`src/rtl/simd_ge_pkg.sv`:
```
package simd_ge_pkg;
  localparam int LANE8_W  = 8;
  localparam int LANE16_W = 16;

  typedef enum logic [1:0] {
    K_ADD = 2'd0,
    K_SUB = 2'd1,
    K_SXA = 2'd2,
    K_AXS = 2'd3
  } arith_kind_e;
endpackage

```
`src/rtl/simd_lane_alu.sv`:
```
module simd_lane_alu #(
  parameter int W = 8
) (
  input  logic [W-1:0] a,
  input  logic [W-1:0] b,
  input  logic         sub,
  input  logic         sgn,
  output logic [W-1:0] sum,
  output logic         ge
);
  logic [W+1:0] ea, eb, full;

  always_comb begin
    ea   = sgn ? {{2{a[W-1]}}, a} : {2'b00, a};
    eb   = sgn ? {{2{b[W-1]}}, b} : {2'b00, b};
    full = sub ? (ea - eb) : (ea + eb);
    sum  = full[W-1:0];
    // unsigned add: carry out of the lane; every other form: exact result non-negative
    ge   = (sgn || sub) ? ~full[W+1] : full[W];
  end
endmodule

```
`src/rtl/simd_lane_array.sv`:
```
module simd_lane_array
  import simd_ge_pkg::*;
#(
  parameter int DATA_W = 32
) (
  input  logic [DATA_W-1:0]   a,
  input  logic [DATA_W-1:0]   b,
  input  arith_kind_e         kind,
  input  logic                byte_mode,
  input  logic                sgn,
  output logic [DATA_W-1:0]   res,
  output logic [DATA_W/8-1:0] ge_new
);
  localparam int NB = DATA_W / LANE8_W;
  localparam int NH = DATA_W / LANE16_W;

  logic [DATA_W-1:0] res8, res16;
  logic [NB-1:0]     ge8, ge16;
  logic              sub_all;
  logic              use_bytes;

  assign sub_all   = (kind == K_SUB);
  assign use_bytes = byte_mode && (kind == K_ADD || kind == K_SUB);

  for (genvar i = 0; i < NB; i++) begin : g_byte
    simd_lane_alu #(.W(LANE8_W)) u_lane (
      .a   (a[LANE8_W*i +: LANE8_W]),
      .b   (b[LANE8_W*i +: LANE8_W]),
      .sub (sub_all),
      .sgn (sgn),
      .sum (res8[LANE8_W*i +: LANE8_W]),
      .ge  (ge8[i])
    );
  end

  for (genvar h = 0; h < NH; h++) begin : g_half
    localparam int PARTNER = h ^ 1;
    logic [LANE16_W-1:0] bsel;
    logic                lane_sub;
    logic                g;
    always_comb begin
      if (kind == K_SXA || kind == K_AXS) bsel = b[LANE16_W*PARTNER +: LANE16_W];
      else                                bsel = b[LANE16_W*h +: LANE16_W];
      unique case (kind)
        K_ADD:   lane_sub = 1'b0;
        K_SUB:   lane_sub = 1'b1;
        K_SXA:   lane_sub = ((h % 2) == 0);
        default: lane_sub = ((h % 2) == 1);
      endcase
    end
    simd_lane_alu #(.W(LANE16_W)) u_lane (
      .a   (a[LANE16_W*h +: LANE16_W]),
      .b   (bsel),
      .sub (lane_sub),
      .sgn (sgn),
      .sum (res16[LANE16_W*h +: LANE16_W]),
      .ge  (g)
    );
    assign ge16[2*h +: 2] = {2{g}};
  end

  assign res    = use_bytes ? res8 : res16;
  assign ge_new = use_bytes ? ge8  : ge16;
endmodule

```
`src/rtl/simd_byte_sel.sv`:
```
module simd_byte_sel #(
  parameter int DATA_W = 32
) (
  input  logic [DATA_W-1:0]   a,
  input  logic [DATA_W-1:0]   b,
  input  logic [DATA_W/8-1:0] pick_a,
  output logic [DATA_W-1:0]   y
);
  localparam int NB = DATA_W / 8;
  for (genvar i = 0; i < NB; i++) begin : g_mux
    assign y[8*i +: 8] = pick_a[i] ? a[8*i +: 8] : b[8*i +: 8];
  end
endmodule

```
`src/rtl/simd_ge_unit.sv`:
```
module simd_ge_unit
  import simd_ge_pkg::*;
#(
  parameter int DATA_W = 32,
  localparam int NB    = DATA_W / 8,
  localparam int NH    = DATA_W / 16
) (
  input  logic              clk,
  input  logic              rst_n,
  input  logic              in_valid,
  output logic              in_ready,
  input  logic [2:0]        in_op,
  input  logic              in_byte,
  input  logic              in_sgn,
  input  logic              in_ge_wr,
  input  logic [DATA_W-1:0] in_a,
  input  logic [DATA_W-1:0] in_b,
  output logic              res_valid,
  input  logic              res_ready,
  output logic [DATA_W-1:0] res_data,
  output logic [NB-1:0]     ge_flags
);
  logic              accept, is_sel, ge_load;
  arith_kind_e       kind;
  logic [DATA_W-1:0] arith_res, sel_res;
  logic [NB-1:0]     ge_new;

  assign in_ready = !res_valid || res_ready;
  assign accept   = in_valid && in_ready;
  assign is_sel   = in_op[2];
  assign kind     = arith_kind_e'(in_op[1:0]);
  assign ge_load  = accept && !is_sel && in_ge_wr;

  simd_lane_array #(.DATA_W(DATA_W)) u_lanes (
    .a         (in_a),
    .b         (in_b),
    .kind      (kind),
    .byte_mode (in_byte),
    .sgn       (in_sgn),
    .res       (arith_res),
    .ge_new    (ge_new)
  );

  simd_byte_sel #(.DATA_W(DATA_W)) u_sel (
    .a      (in_a),
    .b      (in_b),
    .pick_a (ge_flags),
    .y      (sel_res)
  );

  always_ff @(posedge clk or negedge rst_n) begin
    if (!rst_n) ge_flags <= '0;
    else if (ge_load) ge_flags <= ge_new;
  end

  always_ff @(posedge clk or negedge rst_n) begin
    if (!rst_n) begin
      res_valid <= 1'b0;
      res_data  <= '0;
    end else if (accept) begin
      res_valid <= 1'b1;
      res_data  <= is_sel ? sel_res : arith_res;
    end else if (res_ready) begin
      res_valid <= 1'b0;
    end
  end

  // stalled result holds
  p_stall_hold_r10: assert property (@(posedge clk) disable iff (!rst_n)
    res_valid && !res_ready |=> res_valid && $stable(res_data));

  // empty output always accepts
  p_empty_ready_r10: assert property (@(posedge clk) disable iff (!rst_n)
    !res_valid |-> in_ready);

  // flags move only on a flagged arithmetic acceptance
  p_ge_keep_r9: assert property (@(posedge clk) disable iff (!rst_n)
    !(in_valid && in_ready && !in_op[2] && in_ge_wr) |=> $stable(ge_flags));

  for (genvar h = 0; h < NH; h++) begin : g_pair_chk
    // a 16-bit lane drives both of its byte flags alike
    p_pair_r4: assert property (@(posedge clk) disable iff (!rst_n)
      in_valid && in_ready && !in_op[2] && in_ge_wr && (!in_byte || in_op[1])
      |=> ge_flags[2*h] == ge_flags[2*h+1]);
  end

  for (genvar i = 0; i < NB; i++) begin : g_sel_chk
    // select byte follows the stored flag
    p_sel_byte_r8: assert property (@(posedge clk) disable iff (!rst_n)
      in_valid && in_ready && in_op[2]
      |=> res_data[8*i +: 8] == ($past(ge_flags[i]) ? $past(in_a[8*i +: 8])
                                                    : $past(in_b[8*i +: 8])));
  end
endmodule

```
`config.mk`:
```
export PLATFORM = sky130hd
export DESIGN_NAME = simd_ge_unit
export DESIGN_NICKNAME = d
export VERILOG_FILES = /design/src/rtl/simd_ge_pkg.sv /design/src/rtl/simd_lane_alu.sv /design/src/rtl/simd_lane_array.sv /design/src/rtl/simd_byte_sel.sv /design/src/rtl/simd_ge_unit.sv
export SDC_FILE = /design/constraint.sdc
export NUM_CORES = 1
export LEC_CHECK = 0
export ABC_AREA = 1
export BUFFER_PORTS_ARGS = -buffer_cell sky130_fd_sc_hd__buf_2
export CORE_MARGIN = 10
export CORE_UTILIZATION = 54
export DETAILED_ROUTE_END_ITERATION = 16
export GPL_ROUTABILITY_DRIVEN = 0
export PLACE_DENSITY = 0.79
export SKIP_LAST_GASP = 1
export SYNTH_ARGS = -nofsm -noshare
export SYNTH_HDL_FRONTEND = slang
export SYNTH_SLANG_ARGS = --single-unit
```
`constraint.sdc`:
```
create_clock -name clk -period 1.4 [get_ports clk]
set_input_delay 0.07 -clock clk [delete_from_list [all_inputs] [get_ports clk]]
set_output_delay 0.07 -clock clk [all_outputs]
set_load 0.1 [all_outputs]
```
==> impl_metrics.toml, run 1 <==
[status]
outcome = "did not finish"
haltStage = "5_1_grt"
tool.error = "[ERROR GRT-0232] Routing congestion too high. Check the congestion heatmap in the GUI."

[clock_network]
cts_buffer_depth = 2
cts_buffers = 5
root_buffer = "clkbuf_16"
h-tree-depth = 2
cts_num_sinks = 37

[synthesis]
ys_seq_area_frac = 0.1191
synth_edf_count = 0
syn_avg_cell_area_sq_um = 5.865
ys_ff_latch = 37
synth.area.top_cells = "nand2_1 17%, ha_1 13%, dfrtp_1 12%, a21oi_1 8.5%, inv_1 8.1%"
synth_cell_types = 45
synthTopCellsByCount = "362 x nand2_1, 168 x inv_1, 132 x a21oi_1"
ys_warn_count = 0
synth_top_area_frac = 0.1749
ys_async_sr_fraction = 1.000
syn_nets = 1486
ys.flop_type = "dfrtp_1"
syn_area_sq_mm = 0.007771
syn-instance-count = 1325
synth_top_area_cell = "nand2_1"
synth.most_common_cell = "nand2_1"

[grt]
grt_usage = 0.6926
grt_max_degree = 28
grt_overflow = 28

[die]
start_util = 0.5555
rows = 43
die_h_um = 140.0
die_x_um = 140.0
pin_count = 112

[sta]
crit_endpoint = "ge_flags[0]$_DFFE_PN0P_/D"
worst_endpoint_kind = "sequential cell input"

[placed_design]
dpl.hpwl_um = 25030
numPortBuffers = 111
## kinds of logic after synthesis
logic type                 after synthesis  share of synthesized area
xor gates and xnor gates                74                    0.08340
and+or+nand+nor                        586                     0.3091
buffers and inverters                  209                     0.1050
adders and majority gates               87                     0.1459
AOI/OAI and AO/OA                      332                     0.2375
DFF                                     37                     0.1191
## repair_timing
item	4_1_cts
setup buffers	32
gates resized for setup	103
setup endpoints to repair	36
hold buffers	1
endpoints found under the hold margin	18
pin swaps	67
## routing by layer
metal | overflow | track usage
met1 | 0 | 0.6735
met2 | 15 | 0.8179
met3 | 0 | 0.6180
met4 | 13 | 0.6679
met5 | 0 | 0.3115
## stage by stage
stage / setup slack, ns / cells / TNS (ns) / instance area, sq um
floorplan: -1.665 / 1325 / -38.04 / 8310
global placement: -2.002 / 1899 / -56.11 / 11490
detailed placement: -2.229 / 1899 / -61.00 / 11490
CTS: -1.738 / 1939 / -46.52 / 12260
==> run 2, diff against run 1 <==
CORE_UTILIZATION = 40   (was 54)
PLACE_DENSITY = default   (was 0.79)
PLACE_DENSITY_LB_ADDON = 0.15   (was default)
clock period = 1.8 ns   (was 1.4 ns; I/O delays follow)
==> impl_metrics.toml, run 2 <==
[status]
outcome = "finished, violations left"
violations = "setup timing"

[sta]
finalHoldViolCount = 0
fin_crit_sh = 1.821
period_needed_ns = 3.278
skew_ns = 0.005222
setup_viol = 33
slew_headroom = 0.5691
grt_setup_unrepaired = "yes"
slew_violations = 0
whs_ns = 0.07841
setup_tns_ns = -32.79
max_freq_ghz = 0.3050
layout_setup_ws_ns = -1.478
worstMarginPinSlew_ns = 0.6464

[grt]
grt_max_degree = 28
grt_overflow = 0
grt_pass1_vias = 9994
antenna_found_initial = 1
grt_pass1_wl_um = 49710
grt_usage = 0.2344

[final_layout]
reg.largest.list = "res_data x32, ge_flags x4, res_valid x1"
final_cell_mix = "318 x buf_4, 314 x nand2_1, 154 x inv_1, 109 x buf_2, 99 x a21oi_1"
fillers = 1581
fin_util = 0.6982
regMostFlops = "res_data"
nNetsFinal = 1934
area.growth.synth_to_final_pct = 69.75
largest_reg_flops = 32
multi_input_area_sq_mm = 0.007502
drive_gt1_frac = 0.4100
ff_latch_area_sq_um = 929.6
final_common_cell = "buf_4"

[synthesis]
syn-instance-count = 1325
ys_async_sr_fraction = 1.000
synth.area.top_cells = "nand2_1 17%, ha_1 13%, dfrtp_1 12%, a21oi_1 8.5%, inv_1 8.1%"
synth_top_area_cell = "nand2_1"
syn_avg_cell_area_sq_um = 5.865
synthTopCellsByCount = "362 x nand2_1, 168 x inv_1, 132 x a21oi_1"
ys_warn_count = 0
syn_nets = 1486
ys_ff_latch = 37
synth.most_common_cell = "nand2_1"
syn_area_sq_mm = 0.007771
ys_seq_area_frac = 0.1191
synth_cell_types = 45
synth_top_area_frac = 0.1749
ys.flop_type = "dfrtp_1"
synth_edf_count = 0

[drt]
finalWirelength_um = 34200
wl_per_cell_um = 16.82
ant_nets = 0
first_pass_iters = 5
drt_iter0_drc = 899
vias = 10740
drc_errors = 0
routed_via_density = 5.279

[worst_hold_path]
hold_path_class = "input pin to flip-flop"
holdCritStartpoint = "res_ready"

[critical_path]
cp-startpoint = "in_op[0]"
worstSetupPathType = "input pin to flip-flop"
worst_setup_path_start_kind = "input pin"
endpoint_kind = "flip-flop"
cpPeakStageDelay_ns = 0.35
critPathBufInv = 2
cp.required_ns = 1.99
crit_arrival_ns = 3.47
crit_path_frequent_cell = "nand2_1"
slowest_stage = "ha_1"
worstPathMaxFanout = 7
r2r-start = "res_valid$_DFFE_PN0P_"
crit_family = "simple AND/OR/NAND/NOR gates"

[pwr]
powerDensity_mw_per_mm2 = 829.3
vdd_ir_drop_max_mv = 0.7971
power.leakage_nw = 6.725

[placed_design]
numPortBuffers = 111
dpl.hpwl_um = 24860

[clock_network]
cts_buffer_depth = 2
cts_buffers = 5
h-tree-depth = 2
root_buffer = "clkbuf_16"
path_clk_slew_ns = 0.07
cts_tree = "done"
cts_num_sinks = 37
clk_latency_ns = 0.30

[die]
die_area_sq_mm = 0.02540
start_util = 0.4113
die_x_um = 159.4
pin_count = 112
rows = 50
die_h_um = 159.4
coreArea_sq_mm = 0.01889

[run]
drv_cap = 0
run 2: cell counts after synthesis:
No cell type changed its count.
run 2: final timing paths:
path / endpoint / slack [ns] / cells past startpoint
max in group asynchronous: res_data[8]$_DFFE_PN0P_ / 0.85 / 3
worst min register to register: res_data[17]$_DFFE_PN0P_ / 0.48 / 2
min in group asynchronous: res_data[26]$_DFFE_PN0P_ / 0.35 / 2
worst max register to register: ge_flags[1]$_DFFE_PN0P_ / 0.21 / 7
worst min-delay path: res_valid$_DFFE_PN0P_ / 0.08 / 4
worst max-delay path: ge_flags[1]$_DFFE_PN0P_ / -1.48 / 28
run 2: where the power goes:
group	leakage [nW]	internal, W	total [W]	switching (W)
sequential	0.428	0.00104	0.00124	0.000194
combinational	6.23	0.00339	0.00872	0.00533
clock	0.0700	0.000547	0.000977	0.000430
total	6.73	0.00498	0.0109	0.00596
run 2: cell families after synthesis:
group,share of synthesized area
adder cells (fa/ha/maj),0.1459
XOR/XNOR,0.08340
flip-flops,0.1191
AO/OA/AOI/OAI,0.2375
AND/OR/NAND/NOR,0.3091
buffers and inverters,0.1050
run 2: repair_timing:
action	in CTS	in global routing
hold buffers	1	0
cloned	2	1
hold endpoints to repair	20	0
gates resized for setup	95	180
pin swaps	75	129
endpoints found under the setup margin	34	34
buffers inserted	24	36
run 2: routing by layer:
layer	vias to the layer above	routed length [um]	global-route usage
met5	-	0	0
met4	0	881	0.05307
met3	82	2210	0.03821
met2	402	16020	0.3865
met1	4971	15090	0.3123
li1	5283	-	-
run 2: final cells by class:
class                           instances  share of cell area
Clock buffer                            7             0.01081
Multi-Input combinational cell       1080              0.5687
Inverter                              172             0.05065
Antenna cell                            1           0.0001897
Sequential cell                        37             0.07047
Timing Repair Buffer                  477              0.2745
Tap cell                              260             0.02466
run 2: tightest hold or removal path, cell delays in order:
cell and delay [ns]:
buf_2 0.07, inv_1 0.08, nand2_8 0.07, nand2_1 0.04
run 2: through the flow:
stage	cells	area (sq um)	setup WS, ns	power (W)
3_5_place_dp	1974	11440	-1.773	0.008476
5_1_grt	2033	13190	-1.723	0.01161
6_report	2034	13190	-1.478	0.01094
4_1_cts	2005	12140	-1.255	0.009854
2_1_floorplan	1325	8258	-1.285	0.006009
3_3_place_gp	1974	11440	-1.672	0.008414
Power figures use the tool's default switching activity.
==> run 3, diff against run 2 <==
CORE_UTILIZATION = 31   (was 40)
==> impl_metrics.toml, run 3 (synthesis gave the netlist of run 2 again) <==
[status]
outcome = "finished, violations left"
violations = "setup timing"

[pwr]
finalPower_w = 0.01081
power.leakage_nw = 6.728
powerDensity_mw_per_mm2 = 817.0
vdd_ir_drop_max_mv = 0.7249

[run]
drv_cap = 0

[sta]
max_freq_ghz = 0.3213
whs_ns = 0.08309
grt_setup_unrepaired = "yes"
layout_setup_ws_ns = -1.312
finalHoldViolCount = 0
period_needed_ns = 3.112
slew_violations = 0
setup_tns_ns = -30.14
slew_headroom = 0.5521
setup_viol = 33
skew_ns = 0.004307
worstMarginPinSlew_ns = 0.6718
fin_crit_sh = 1.729

[final_layout]
nNetsFinal = 1939
reg.largest.list = "res_data x32, ge_flags x4, res_valid x1"
final_cell_mix = "330 x buf_4, 310 x nand2_1, 157 x inv_1, 109 x buf_2, 99 x a21oi_1"
fillers = 2391
largest_reg_flops = 32
drive_gt1_frac = 0.4111
regMostFlops = "res_data"
area.growth.synth_to_final_pct = 70.29
final_common_cell = "buf_4"

[die]
die_area_sq_mm = 0.03180
rows = 57
die_x_um = 178.3
start_util = 0.3177
pin_count = 112
coreArea_sq_mm = 0.02446
die_h_um = 178.3

[drt]
vias = 10320
finalWirelength_um = 33670
first_pass_iters = 5
ant_nets = 0
routed_via_density = 4.908
drt_iter0_drc = 630
drc_errors = 0
wl_per_cell_um = 16.01

[grt]
top_usage_layer = "met2"
grt_usage = 0.1989
met1_usage = 0.2745
grt_overflow = 0
antenna_found_initial = 1
grt_pass1_wl_um = 50820
grt_max_degree = 29
grt_pass1_vias = 9815
use_met3 = 0.03150
grt_util_met2 = 0.3279

[critical_path]
worstSetupPathType = "input pin to flip-flop"
worstPathMaxFanout = 7
crit_arrival_ns = 3.31
crit_path_frequent_cell = "nand3_1"
slowest_stage = "or3_4"
worst_setup_path_start_kind = "input pin"
endpoint_kind = "flip-flop"
cpPeakStageDelay_ns = 0.36
cp.required_ns = 2.00

[placed_design]
numPortBuffers = 111
dpl.hpwl_um = 26910

[worst_hold_path]
hold_path_class = "input pin to flip-flop"

[clock_network]
cts_num_sinks = 37
cts_tree = "done"
cts_buffers = 5
clk_latency_ns = 0.31
cts_buffer_depth = 2
path_clk_slew_ns = 0.07
root_buffer = "clkbuf_16"
h-tree-depth = 2
run 3: changes by cell type in the layout (fill, tap and decap cells not counted), moves of 5 or more:
cell,delta
o21ai_1,-11
nand2_2,+11
nand3_2,-5
nand2_4,-6
o21ai_2,+7
nor2_2,-6
buf_4,+12
run 3: power by group:
group / internal (W) / switching (W)
Sequential: 0.00104 / 0.000204
Combinational: 0.00333 / 0.00523
Clock: 0.000549 / 0.000455
Total: 0.00492 / 0.00589
run 3: path summary, 6_finish.rpt:
check / from / endpoint / slack [ns] / cells after the start
worst max-delay path: in_op[1] / ge_flags[3]$_DFFE_PN0P_ / -1.31 / 26
worst min-delay path: res_ready / res_valid$_DFFE_PN0P_ / 0.08 / 4
worst max register to register: res_valid$_DFFE_PN0P_ / res_data[20]$_DFFE_PN0P_ / 0.27 / 6
worst min register to register: res_data[17]$_DFFE_PN0P_ / res_data[17]$_DFFE_PN0P_ / 0.47 / 2
max in group asynchronous: rst_n / res_data[4]$_DFFE_PN0P_ / 0.96 / 3
min in group asynchronous: rst_n / res_data[28]$_DFFE_PN0P_ / 0.30 / 2
run 3: metrics by stage:
| step | instance area (sq um) | utilization | worst slack (ns) | instances |
|---|---|---|---|---|
| 2_1_floorplan | 8258 | - | -1.285 | 1325 |
| 4_1_cts | 12190 | 0.4984 | -1.265 | 2074 |
| 3_3_place_gp | 11680 | 0.4776 | -1.680 | 2060 |
| 3_5_place_dp | 11680 | 0.4776 | -1.771 | 2060 |
| 5_1_grt | 13230 | 0.5409 | -1.596 | 2102 |
| 6_report | 13230 | 0.5410 | -1.312 | 2103 |
run 3: critical path, delay by kind of cell:
family / cells / cell delay [ns]
fa+ha+maj: 3 / 0.64
xor+xnor: 1 / 0.11
buf+inv: 3 / 0.33
simple gates: 17 / 1.73
compound gates: 2 / 0.40
run 3: area by class of cell:
class                   instances  area (sq um)  area share
well taps                     324         405.4     0.03063
diodes                          1         2.502   0.0001891
repair buffers                483          3618      0.2734
inverters                     172         665.6     0.05030
multi-input cells            1079          7470      0.5644
clock buffers                   7         142.6     0.01078
flip-flops and latches         37         929.6     0.07025
run 3: layer usage:
metal  routed length (um)  share of wire
met2                15260           0.45
met3                 1855          0.055
met1                16230           0.48
met4                  326         0.0097
met5                    0              0
run 3: repair_timing:
action                                 CTS  global route
setup buffers                           11            32
setup endpoints to repair               34            34
pin swaps                               58            99
endpoints found under the hold margin   17             0
resized for setup                       79           175
gates cloned                             0             1
hold buffers                             1             0
==> run 4, diff against run 3 <==
REMOVE_ABC_BUFFERS = 1   (was default)
==> impl_metrics.toml, run 4 (synthesis gave the netlist of run 2 again) <==
[status]
outcome = "finished, violations left"
violations = "setup timing"

[final_layout]
regMostFlops = "res_data"
largest_reg_flops = 32
nNetsFinal = 1957
final_cell_mix = "353 x buf_4, 308 x nand2_1, 158 x inv_1, 109 x buf_2, 92 x a21oi_1"
fin_util = 0.5447
final_common_cell = "buf_4"
area.growth.synth_to_final_pct = 71.47
drive_gt1_frac = 0.4193
reg.largest.list = "res_data x32, ge_flags x4, res_valid x1"
fillers = 2407

[grt]
grt_pass1_vias = 10290
grt_overflow = 0
met1_usage = 0.2476
top_usage_layer = "met2"
grt_util_met2 = 0.3669
grt_pass1_wl_um = 51690
grt_max_degree = 28
antenna_found_initial = 1
grt_usage = 0.2028
use_met3 = 0.02283

[sta]
finalHoldViolCount = 0
layout_setup_ws_ns = -1.459
skew_ns = 0.005152
period_needed_ns = 3.259
setup_viol = 34
slew_violations = 0
setup_tns_ns = -34.03
grt_setup_unrepaired = "yes"
slew_headroom = 0.6319
whs_ns = 0.06487
fin_crit_sh = 1.810
max_freq_ghz = 0.3069
worstMarginPinSlew_ns = 0.5464

[pwr]
power.leakage_nw = 6.810
vdd_ir_drop_max_mv = 0.6494
powerDensity_mw_per_mm2 = 817.7
finalPower_w = 0.01090

[die]
die_area_sq_mm = 0.03180
pin_count = 112
rows = 57
coreArea_sq_mm = 0.02446
die_x_um = 178.3
start_util = 0.3177
die_h_um = 178.3

[drt]
wl_per_cell_um = 16.23
routed_via_density = 4.891
vias = 10370
first_pass_iters = 5
drt_iter0_drc = 501
ant_nets = 0
finalWirelength_um = 34420
drc_errors = 0

[clock_network]
clk_latency_ns = 0.30
cts_buffer_depth = 2
cts_num_sinks = 37
cts_buffers = 5
root_buffer = "clkbuf_16"
cts_tree = "done"
h-tree-depth = 2
path_clk_slew_ns = 0.07

[critical_path]
worst_setup_path_start_kind = "input pin"
worstPathMaxFanout = 7
worstSetupPathType = "input pin to flip-flop"
endpoint_kind = "flip-flop"
cp.required_ns = 2.03
crit_arrival_ns = 3.49

[worst_hold_path]
hold_path_class = "input pin to flip-flop"

[placed_design]
dpl.hpwl_um = 26190
numPortBuffers = 111

[run]
drv_cap = 0
==> run 4: cell types whose count changed in the layout (fill, tap and decap cells not counted), sizes merged <==
cell | before | now
buf | 481 | 499
==> run 4: worst max-delay path, stage by stage <==
cell and delay, ns:
buf_12 0.09, ha_4 0.16, buf_6 0.10, nor2_4 0.04, buf_12 0.13, buf_6 0.12, clkbuf_16 0.15, o21ai_4 0.21
nand3_4 0.12, nor2_4 0.15, nand3_4 0.09, or3_4 0.36, nand2_2 0.08, xnor2_1 0.11, inv_1 0.09, ha_4 0.28
buf_4 0.15, a31oi_4 0.18, buf_4 0.14, o21a_1 0.18, a21oi_2 0.07, o21ai_2 0.16, nand2_1 0.08, a21oi_2 0.12
==> run 4: worst paths after layout <==
check	startpoint	end	slack [ns]	cells after the start
worst max register to register	res_valid$_DFFE_PN0P_	ge_flags[0]$_DFFE_PN0P_	0.13	7
worst min register to register	res_data[19]$_DFFE_PN0P_	res_data[19]$_DFFE_PN0P_	0.47	2
max in group asynchronous	rst_n	res_data[28]$_DFFE_PN0P_	0.98	3
min in group asynchronous	rst_n	res_data[2]$_DFFE_PN0P_	0.30	2
worst max-delay path	in_op[1]	res_data[29]$_DFFE_PN0P_	-1.46	24
worst min-delay path	res_ready	res_valid$_DFFE_PN0P_	0.06	4
==> run 4: routing by layer <==
metal | vias to the layer above | wire length [um]
met2 | 218 | 17270
met1 | 4769 | 15010
met4 | 0 | 890
li1 | 5328 | -
met3 | 59 | 1246
met5 | - | 0
==> run 4: area by class of cell <==
| class | instances | area [sq um] | share of cell area |
|---|---|---|---|
| inverters | 172 | 653.1 | 0.04901 |
| clock buffers | 7 | 142.6 | 0.01070 |
| well taps | 324 | 405.4 | 0.03042 |
| flip-flops and latches | 37 | 925.9 | 0.06948 |
| repair buffers | 501 | 3716 | 0.2789 |
| multi-input cells | 1079 | 7480 | 0.5613 |
| diodes | 1 | 2.502 | 0.0001878 |
==> run 4: repair_timing <==
item	CTS	global route
hold buffers	1	0
pin swaps	95	125
gates cloned	0	1
setup buffers	25	36
gates resized for setup	195	190
endpoints found under the hold margin	16	0
setup endpoints to repair	34	34
==> run 4: power breakdown <==
part           total, W  switching [W]  internal (W)  leakage (nW)
Combinational   0.00870        0.00528       0.00342          6.31
Clock           0.00101       0.000462      0.000549        0.0700
Sequential      0.00119       0.000145       0.00104         0.429
Total            0.0109        0.00589       0.00501          6.81
==> run 4: stage by stage <==
step | setup slack, ns | instances | instance area [sq um]
after CTS | -1.380 | 2089 | 12230
after global placement | -1.833 | 2060 | 11130
final | -1.459 | 2121 | 13330
after global routing | -1.715 | 2121 | 13330
after detailed placement | -1.995 | 2060 | 11130
after floorplan | -1.863 | 1288 | 7601
